--- src/rtl/eth_tx_status_tracker.sv ---
module eth_tx_status_tracker #(
  parameter int DIV_100       = 10,
  parameter int DIV_10        = 100,
  parameter int IFG_BYTES_100 = 80,
  parameter int IFG_BYTES_10  = 8,
  parameter int LATE_BYTES    = 64,
  parameter int DEFER_LIMIT   = 3036
) (
  input  logic       clk,
  input  logic       rst_n,
  input  logic       speed_100,
  input  logic       ctl_wr,
  input  logic [2:0] ctl_wdata,
  input  logic       cnt_rd,
  input  logic       cnt_max_hit,
  input  logic       tx_start,
  input  logic       tx_end,
  input  logic       tx_pending,
  input  logic       frame_bcast,
  input  logic       preamble_done,
  input  logic       carrier,
  input  logic       collision,
  input  logic       link_n,
  output logic [7:0] status,
  output logic       tx_en,
  output logic       tx_run,
  output logic       force_go,
  output logic       force_sfd,
  output logic       jam,
  output logic       link_irq,
  output logic       snap_valid,
  output logic [7:0] snap_word
);
  localparam int DIV_MAX = (DIV_10 > DIV_100) ? DIV_10 : DIV_100;
  localparam int DIVW    = $clog2(DIV_MAX + 1);
  localparam int IFG_MAX = (IFG_BYTES_10 > IFG_BYTES_100) ? IFG_BYTES_10 : IFG_BYTES_100;
  localparam int IFGW    = $clog2(IFG_MAX + 1);
  localparam int POSW    = $clog2(LATE_BYTES + 2);
  localparam int DEFW    = $clog2(DEFER_LIMIT + 2);

  logic [DIVW-1:0] div_cnt;
  logic [DIVW-1:0] div_lim;
  logic            tick;
  logic [POSW-1:0] pos_cnt;
  logic [DEFW-1:0] defer_cnt;
  logic [IFGW-1:0] ifg_cnt;
  logic active, force_col, mon_csn, fc_done;
  logic lat_col, lost_carr, exc_def, tx_defr, last_bcast, cnt_roll;
  logic lk_s1, lk_s2, lk_prev;
  logic start_ok, frame_end, late_hit, lost_hit, en_wr, deferring, go;

  assign div_lim   = speed_100 ? DIVW'(DIV_100 - 1) : DIVW'(DIV_10 - 1);
  assign tick      = (div_cnt >= div_lim);
  assign start_ok  = tx_start && tx_en && !active;
  assign frame_end = tx_end && active;
  assign late_hit  = active && collision && (pos_cnt > POSW'(LATE_BYTES));
  assign lost_hit  = active && preamble_done && mon_csn && !carrier;
  assign en_wr     = ctl_wr && ctl_wdata[0];
  assign deferring = tx_pending && carrier && !active;
  assign go        = force_col && tx_en && carrier && !fc_done && !active;

  assign status   = {tx_en, lk_s2, cnt_roll, last_bcast, tx_defr, exc_def, lost_carr, lat_col};
  assign tx_run   = tx_en || active;
  assign link_irq = lk_s2 ^ lk_prev;

  always_ff @(posedge clk or negedge rst_n) begin
    if (!rst_n) div_cnt <= '0;
    else        div_cnt <= tick ? '0 : div_cnt + 1'b1;
  end

  always_ff @(posedge clk or negedge rst_n) begin
    if (!rst_n) begin
      active  <= 1'b0;
      pos_cnt <= '0;
    end else if (start_ok) begin
      active  <= 1'b1;
      pos_cnt <= '0;
    end else if (frame_end) begin
      active  <= 1'b0;
    end else if (active && tick && pos_cnt <= POSW'(LATE_BYTES)) begin
      pos_cnt <= pos_cnt + 1'b1;
    end
  end

  always_ff @(posedge clk or negedge rst_n) begin
    if (!rst_n) begin
      tx_en     <= 1'b0;
      force_col <= 1'b0;
      mon_csn   <= 1'b0;
    end else begin
      if (ctl_wr) {mon_csn, force_col, tx_en} <= ctl_wdata;
      if (late_hit || lost_hit) tx_en <= 1'b0;
    end
  end

  always_ff @(posedge clk or negedge rst_n) begin
    if (!rst_n) begin
      lat_col   <= 1'b0;
      lost_carr <= 1'b0;
      jam       <= 1'b0;
    end else begin
      jam <= late_hit;
      if (en_wr) begin
        lat_col   <= 1'b0;
        lost_carr <= 1'b0;
      end
      if (late_hit) lat_col   <= 1'b1;
      if (lost_hit) lost_carr <= 1'b1;
    end
  end

  always_ff @(posedge clk or negedge rst_n) begin
    if (!rst_n) begin
      defer_cnt <= '0;
      exc_def   <= 1'b0;
    end else if (frame_end) begin
      defer_cnt <= '0;
      exc_def   <= 1'b0;
    end else begin
      if (deferring && tick && defer_cnt <= DEFW'(DEFER_LIMIT)) defer_cnt <= defer_cnt + 1'b1;
      if (defer_cnt > DEFW'(DEFER_LIMIT)) exc_def <= 1'b1;
    end
  end

  always_ff @(posedge clk or negedge rst_n) begin
    if (!rst_n) begin
      ifg_cnt <= '0;
      tx_defr <= 1'b0;
    end else if (frame_end) begin
      ifg_cnt <= speed_100 ? IFGW'(IFG_BYTES_100) : IFGW'(IFG_BYTES_10);
      tx_defr <= 1'b0;
    end else begin
      if (tick && ifg_cnt != '0) ifg_cnt <= ifg_cnt - 1'b1;
      if (ifg_cnt != '0 && carrier && !active) tx_defr <= 1'b1;
    end
  end

  always_ff @(posedge clk or negedge rst_n) begin
    if (!rst_n) begin
      last_bcast <= 1'b0;
      cnt_roll   <= 1'b0;
    end else begin
      if (start_ok) last_bcast <= frame_bcast;
      if (cnt_rd) cnt_roll <= 1'b0;
      if (cnt_max_hit) cnt_roll <= 1'b1;
    end
  end

  always_ff @(posedge clk or negedge rst_n) begin
    if (!rst_n) begin
      lk_s1   <= 1'b0;
      lk_s2   <= 1'b0;
      lk_prev <= 1'b0;
    end else begin
      lk_s1   <= ~link_n;
      lk_s2   <= lk_s1;
      lk_prev <= lk_s2;
    end
  end

  always_ff @(posedge clk or negedge rst_n) begin
    if (!rst_n) begin
      fc_done   <= 1'b0;
      force_go  <= 1'b0;
      force_sfd <= 1'b0;
    end else begin
      force_go  <= go;
      force_sfd <= go && tx_pending;
      if (ctl_wr) fc_done <= 1'b0;
      else if (go) fc_done <= 1'b1;
    end
  end

  always_ff @(posedge clk or negedge rst_n) begin
    if (!rst_n) begin
      snap_valid <= 1'b0;
      snap_word  <= '0;
    end else begin
      snap_valid <= frame_end;
      if (frame_end) snap_word <= status;
    end
  end


  late_off_chk: assert property (@(posedge clk) disable iff (!rst_n) $rose(lat_col) |-> !tx_en);

  lost_off_chk: assert property (@(posedge clk) disable iff (!rst_n) $rose(lost_carr) |-> !tx_en);

  snap_src_chk: assert property (@(posedge clk) disable iff (!rst_n) snap_valid |-> $past(tx_end));

  exc_clr_chk: assert property (@(posedge clk) disable iff (!rst_n) snap_valid |-> !exc_def);

  defr_clr_chk: assert property (@(posedge clk) disable iff (!rst_n) snap_valid |-> !tx_defr);

  roll_clr_chk: assert property (@(posedge clk) disable iff (!rst_n) cnt_rd && !cnt_max_hit |=> !cnt_roll);

  force_src_chk: assert property (@(posedge clk) disable iff (!rst_n) force_go |-> $past(carrier) && $past(tx_en));

  run_hold_chk: assert property (@(posedge clk) disable iff (!rst_n) $fell(tx_run) |-> $past(tx_end) || $past(ctl_wr) || $past(late_hit) || $past(lost_hit));
endmodule

--- config.mk ---
export PLATFORM = sky130hd
export DESIGN_NAME = eth_tx_status_tracker
export DESIGN_NICKNAME = d
export VERILOG_FILES = /design/src/rtl/eth_tx_status_tracker.sv
export SDC_FILE = /design/constraint.sdc
export NUM_CORES = 1
export LEC_CHECK = 0
export BUFFER_PORTS_ARGS = -buffer_cell sky130_fd_sc_hd__buf_2
export CAP_MARGIN = 20
export CELL_PAD_IN_SITES_DETAIL_PLACEMENT = 0
export CELL_PAD_IN_SITES_GLOBAL_PLACEMENT = 1
export CORE_ASPECT_RATIO = 0.7
export CORE_MARGIN = 3
export CORE_UTILIZATION = 40
export CTS_CLUSTER_DIAMETER = 80
export DETAILED_ROUTE_END_ITERATION = 7
export PLACE_DENSITY_LB_ADDON = 0.12
export SYNTH_ARGS = -nofsm -noshare
export SYNTH_HDL_FRONTEND = slang
export SYNTH_SLANG_ARGS = --single-unit
--- constraint.sdc ---
create_clock -name clk -period 1.97 [get_ports clk]
set_input_delay 0.2955 -clock clk [delete_from_list [all_inputs] [get_ports clk]]
set_output_delay 0.2955 -clock clk [all_outputs]
set_load 0.1 [all_outputs]
==> flow_summary.yaml, run 1 <==
min_path:
  whs_endpoint: "lk_s1$_DFF_PN0_"
  min_path_type: "input pin to register"
  worstHoldStart: "link_n"
  holdPathStages: 2
logic_synthesis:
  netlist.area_leader.share: 0.5099
  syn-num-nets: 324
  synthTopCellsByArea: "dfrtp_1 51%, nand2_1 6.4%, ha_1 4.8%"
  synth_edf_count: 0
  synth_ff_type: "dfrtp_1"
  async_flop_share: 1.000
  synthCells: 296
  synth_cell_types: 46
  seq_area_frac_synth: 0.5099
  yosys_warnings: 0
  synth-seq-cells: 59
  postSynthAreaPerCell_um2: 9.781
  synthesis.area_um2: 2895
  yosysMostFrequentCell: "dfrtp_1"
  synth_commonest_cells: "59 x dfrtp_1, 49 x nand2_1, 23 x nor2_1"
  yosys.area.top_type: "dfrtp_1"
die:
  die_w_um: 107.7
  initial_utilization: 0.4207
  die_area_um2: 8311
  coreArea_um2: 6882
  rows: 25
  ios: 40
  dieHeight_um: 77.18
global_route:
  grt.overflow.total: 0
  grtUsageTotal: 0.1743
  grt_pass1_wl_mm: 11.32
  grt_max_degree: 39
  antenna_found_initial: 0
  grt_pass1_vias: 2379
cts:
  clock-sinks: 59
  cts_tree: "built"
  ctsRootBufferMaster: "clkbuf_8"
  cts_buffer_depth: 2
  htreeDepth: 3
  cts-buffers-inserted: 9
  insertion_delay_ns: 0.34
  clk_pin_slew_ns: 0.07
route:
  drc: 0
  met2_length_mm: 3.131
  drt_iter0_markers: 110
  via_per_inst: 5.043
  dr.max_layer_used: "met4"
  wirelength_mm: 6.912
  vias: 2370
  antenna_left: 0
  first_pass_iters: 4
  met3_length_um: 334
  met1_length_mm: 3.388
  wire_per_inst_um: 14.71
power_and_ir_drop:
  power_frac_seq: 0.356
  p_comb_frac: 0.404
  ir_worst_vdd_mv: 0.6015
  pwr_density_cell_nw_per_um2: 1194
  p_sw_frac: 0.4089
  leakage_nw: 1.826
  switching_power_mw: 1.870
  clkPwrFrac: 0.240
  internal-power_mw: 2.703
sta:
  drv_slew: 0
  finalHoldViolations: 0
  hold_ws_ns: 0.08674
  finalCritPeriodShare: 1.023
  worst_slack_ns: -0.04548
  max_slew_margin: 0.4672
  fmax_mhz: 496.2
  fin_crit_ns: 2.015
  grt_setup_unrepaired: "true"
  setup_tns_ns: -0.1478
  worstMarginPinSlew_ns: 0.7983
  clock-skew-final_ns: 0.005661
  setup_viol: 7
job:
  cap_violations: 0
cells_and_area:
  antenna-diode-count: 0
  postLayoutCellArea_um2: 3829
  nets: 399
  final_util: 0.5564
  area_growth_pct: 32.24
  drive_above_1_share: 0.3457
place:
  placed_area_um2: 3385
  post-place-ws_ns: -0.1693
  dpl.hpwl_mm: 4.645
  portBuffers: 39
  gp_congestion: 0.7871
worst_setup_path:
  path_buf_inv: 1
  r2r_cells: 7
  worst-setup-path-type: "register to register"
  r2r_setup_slack_ns: -0.05
  r2r-end: "defer_cnt[8]$_DFFE_PN0P_"
  cp_data_arrival_time_ns: 2.27
  critical_path_required_ns: 2.23
  critPathSlowestCell: "or4_4"
  startpoint_type: "register"
  critical_path.max_fanout: 6
  end_kind: "register"
  cp_slowest_stage_delay_ns: 0.48
  reg2reg_from: "div_cnt[5]$_DFF_PN0_"
  crit_family: "simple AND/OR/NAND/NOR gates"
  crit_chain: "ha_4 -> nand2_4 -> o311ai_4 -> buf_6 -> nand3_4 -> or4_4 -> a21oi_2"
outcome:
  outcome: "complete, but fails checks"
  violations: "negative setup slack"
[cell families after synthesis]
logic type | after synthesis | share of synthesized area
mux | 6 | 0.02161
buf+inv | 32 | 0.05229
simple gates | 131 | 0.2200
compound gates | 48 | 0.1214
flops | 59 | 0.5099
xor+xnor | 9 | 0.02722
fa+ha+maj | 11 | 0.04754
[timing repair]
action                                 CTS  global route
pin swaps                               10            11
gates resized for setup                 11            30
setup buffers                            2             5
hold buffers                             1             0
setup endpoints to repair               14            24
endpoints found under the hold margin   21             0
[metal layers]
layer	track usage	vias to the layer above
met5	0	-
met4	0.05549	0
met3	0.05719	4
met2	0.2531	44
met1	0.2460	1139
li1	-	1183
[through the flow]
| stage | total power, mW | instances |
|---|---|---|
| 5_1_grt | 4.879 | 470 |
| 6_report | 4.573 | 470 |
| 4_1_cts | 4.441 | 465 |
| 2_1_floorplan | 2.806 | 296 |
| 3_3_place_gp | 3.253 | 446 |
| 3_5_place_dp | 3.267 | 446 |
[layout make-up]
cell class	count	area, um2
flip-flops and latches	59	1476
inverters	16	60.06
clock inverters	5	52.55
multi-input cells	205	1448
well taps	94	117.6
fillers	637	3053
repair buffers	80	533.0
clock buffers	11	141.4
[cell usage in the layout, fill, tap and decap left out, drive strengths merged, types with 7 or more instances in the layout]
cell    Yosys  layout
buf        10      79
dfrtp      59      59
nand2      49      49
nor2       23      23
nand3      20      20
inv        16      16
clkbuf      6      11
ha         11      11
a21oi      10      10
o21ai       7       7
o31ai       7       7
o311ai      7       7
[worst max-delay path by stage]
stage	start	end	slack [ns]	depth (start not counted)
after floorplan	div_cnt[5]$_DFF_PN0_	defer_cnt[10]$_DFFE_PN0P_	-0.009	7
after global placement	defer_cnt[0]$_DFFE_PN0P_	defer_cnt[5]$_DFFE_PN0P_	-0.18	9
after detailed placement	speed_100	defer_cnt[5]$_DFFE_PN0P_	-0.17	9
after CTS	div_cnt[1]$_DFF_PN0_	pos_cnt[4]$_DFFE_PN0P_	-0.03	7
after global routing	defer_cnt[1]$_DFFE_PN0P_	defer_cnt[5]$_DFFE_PN0P_	-0.15	9
final	div_cnt[5]$_DFF_PN0_	defer_cnt[8]$_DFFE_PN0P_	-0.05	7
[flip-flops by register name, summed over array words and instances (netlist names)]
| register | count |
|---|---|
| force_sfd | 1 |
| tx_defr | 1 |
| cnt_roll | 1 |
| lat_col | 1 |
| fc_done | 1 |
| exc_def | 1 |
| div_cnt | 7 |
| lk_prev | 1 |
| lk_s2 | 1 |
| pos_cnt | 7 |
| force_go | 1 |
| lk_s1 | 1 |
| defer_cnt | 12 |
| active | 1 |
| tx_en | 1 |
| lost_carr | 1 |
| force_col | 1 |
| snap_word | 8 |
| ifg_cnt | 7 |
| snap_valid | 1 |
| mon_csn | 1 |
| jam | 1 |
| last_bcast | 1 |
[power by group through the flow]
stage | sequential [mW] | clock (mW) | combinational (mW)
after global placement | 1.63 | 0 | 1.62
after detailed placement | 1.63 | 0 | 1.63
after floorplan | 1.99 | 0 | 0.818
after global routing | 1.66 | 1.19 | 2.02
final | 1.63 | 1.10 | 1.85
after CTS | 1.61 | 1.13 | 1.70
(Power assumes the default switching activity.)
==> run 2, diff against run 1 <==
--- a/config.mk
+++ b/config.mk
@@ -11,7 +11,7 @@
 export CELL_PAD_IN_SITES_GLOBAL_PLACEMENT = 1
 export CORE_ASPECT_RATIO = 0.7
 export CORE_MARGIN = 3
-export CORE_UTILIZATION = 40
+export CORE_UTILIZATION = 44
 export CTS_CLUSTER_DIAMETER = 80
 export DETAILED_ROUTE_END_ITERATION = 7
 export PLACE_DENSITY_LB_ADDON = 0.12
==> constraint.sdc (replaced) <==
create_clock -name clk -period 2.2 [get_ports clk]
set_input_delay 0.33 -clock clk [delete_from_list [all_inputs] [get_ports clk]]
set_output_delay 0.33 -clock clk [all_outputs]
set_load 0.1 [all_outputs]
==> flow_summary.yaml, run 2 (synthesis results as in run 1) <==
cells_and_area:
  top_register: "defer_cnt"
  largest_reg_flops: 12
  finalNonFillerCells: 430
  area_growth_pct: 20.53
  layout_common_cells: "59 x dfrtp_1, 49 x nand2_1, 39 x buf_2"
  antenna-diode-count: 0
  nets: 375
  drive_above_1_share: 0.2386
  layout_commonest_cell: "dfrtp_1"
  reg_top3: "defer_cnt x12, snap_word x8"
  final_util: 0.5534
worst_setup_path:
  r2r_setup_slack_ns: 0.07
  critical_path.max_fanout: 7
  worst-setup-path-type: "register to register"
  cp_data_arrival_time_ns: 2.40
  reg2reg_from: "div_cnt[5]$_DFF_PN0_"
  startpoint_type: "register"
  r2r_cells: 6
  cp-endpoint: "defer_cnt[9]$_DFFE_PN0P_"
  r2r-end: "defer_cnt[9]$_DFFE_PN0P_"
  critical_path_required_ns: 2.48
  end_kind: "register"
  startpoint: "div_cnt[5]$_DFF_PN0_"
die:
  ios: 40
  dieHeight_um: 73.87
  coreArea_um2: 6306
  die_w_um: 103.0
  die_area_um2: 7605
  initial_utilization: 0.4591
  rows: 24
cts:
  htreeDepth: 3
  cts-buffers-inserted: 9
  cts_buffer_depth: 2
  clock-sinks: 59
  insertion_delay_ns: 0.34
  clk_pin_slew_ns: 0.07
  cts_tree: "built"
  ctsRootBufferMaster: "clkbuf_8"
route:
  antenna_left: 0
  drt_iter0_markers: 93
  wire_per_inst_um: 14.91
  via_per_inst: 5.270
  wirelength_mm: 6.411
  vias: 2266
  first_pass_iters: 4
  drc: 0
min_path:
  min_path_type: "input pin to register"
  holdPathStages: 2
global_route:
  top_usage_layer: "met1"
  antenna_found_initial: 0
  met1_usage: 0.2874
  grt_max_degree: 60
  use_met3: 0.06831
  grt_pass1_wl_mm: 10.78
  grt_pass1_vias: 2135
  grt.overflow.total: 0
  grtUsageTotal: 0.1865
  grt_use_met2: 0.2388
place:
  gp_congestion: 0.7767
  dp_cells: 410
  dpl.hpwl_mm: 4.407
  portBuffers: 39
sta:
  setup_tns_ns: 0
  fin_crit_ns: 2.128
  fmax_mhz: 469.8
  worstMarginPinSlew_ns: 0.6290
  max_slew_margin: 0.5802
  drv_slew: 0
  clock-skew-final_ns: 0.005851
  setup_viol: 0
  finalHoldViolations: 0
  finalCritPeriodShare: 0.9675
  hold_ws_ns: 0.1195
power_and_ir_drop:
  pwr_density_cell_nw_per_um2: 1148
  leakage_nw: 1.679
  ir_worst_vdd_mv: 0.5951
outcome:
  outcome: "finished clean"
job:
  cap_violations: 0
## run 2: cell types whose count changed in the layout (fill, tap and decap cells not counted), sizes merged
cell,delta
buf,-24
bufinv,+1
clkbuf,+1
clkinv,-2
## run 2: how the worst min path moves through the flow
stage / from / endpoint / slack [ns]
after global routing: link_n / lk_s1$_DFF_PN0_ / 0.11
after detailed placement: lk_s1$_DFF_PN0_ / lk_s2$_DFF_PN0_ / 0.35
final: link_n / lk_s1$_DFF_PN0_ / 0.12
after CTS: link_n / lk_s1$_DFF_PN0_ / 0.11
after floorplan: rst_n / active$_DFFE_PN0P_ / 0.03
after global placement: lk_s1$_DFF_PN0_ / lk_s2$_DFF_PN0_ / 0.34
## run 2: through the flow
stage	setup WS, ns	instance area (um2)	power (mW)
2_1_floorplan	0.04502	2895	2.509
6_report	0.07158	3490	4.005
5_1_grt	-0.01163	3490	4.231
4_1_cts	0.07337	3445	4.005
3_5_place_dp	-0.0009017	3207	2.845
3_3_place_gp	0.07577	3207	2.831
## run 2: critical path, cell delays in order, from the launching register on
cell,delay (ns)
dfrtp_1,0.40
ha_1,0.29
nand2_1,0.08
o311ai_4,0.33
nand2_1,0.23
or4_1,0.57
a21oi_2,0.14
## run 2: per-layer routing
| metal | part of all wire | routed length, um |
|---|---|---|
| met2 | 0.39 | 2521 |
| met3 | 0.051 | 326 |
| met1 | 0.55 | 3516 |
| met4 | 0.0072 | 46 |
| met5 | 0 | 0 |
## run 2: timing repair
item / CTS / global route
hold endpoints to repair: 53 / 0
endpoints found under the setup margin: 0 / 3
setup buffers: 0 / 3
resized for setup: 0 / 6
hold buffers: 1 / 0
## run 2: final cells by class
cell class / instances / area [um2]
Clock buffer: 12 / 155.1
Clock inverter: 4 / 72.57
Fill cell: 573 / 2816
Inverter: 16 / 60.06
Multi-Input combinational cell: 205 / 1282
Sequential cell: 59 / 1476
Tap cell: 78 / 97.59
Timing Repair Buffer: 56 / 345.3
## run 2: where the power goes
| group | internal (mW) | switching, mW |
|---|---|---|
| Combinational | 0.433 | 0.982 |
| Clock | 0.698 | 0.440 |
| Sequential | 1.29 | 0.166 |
| Total | 2.42 | 1.59 |
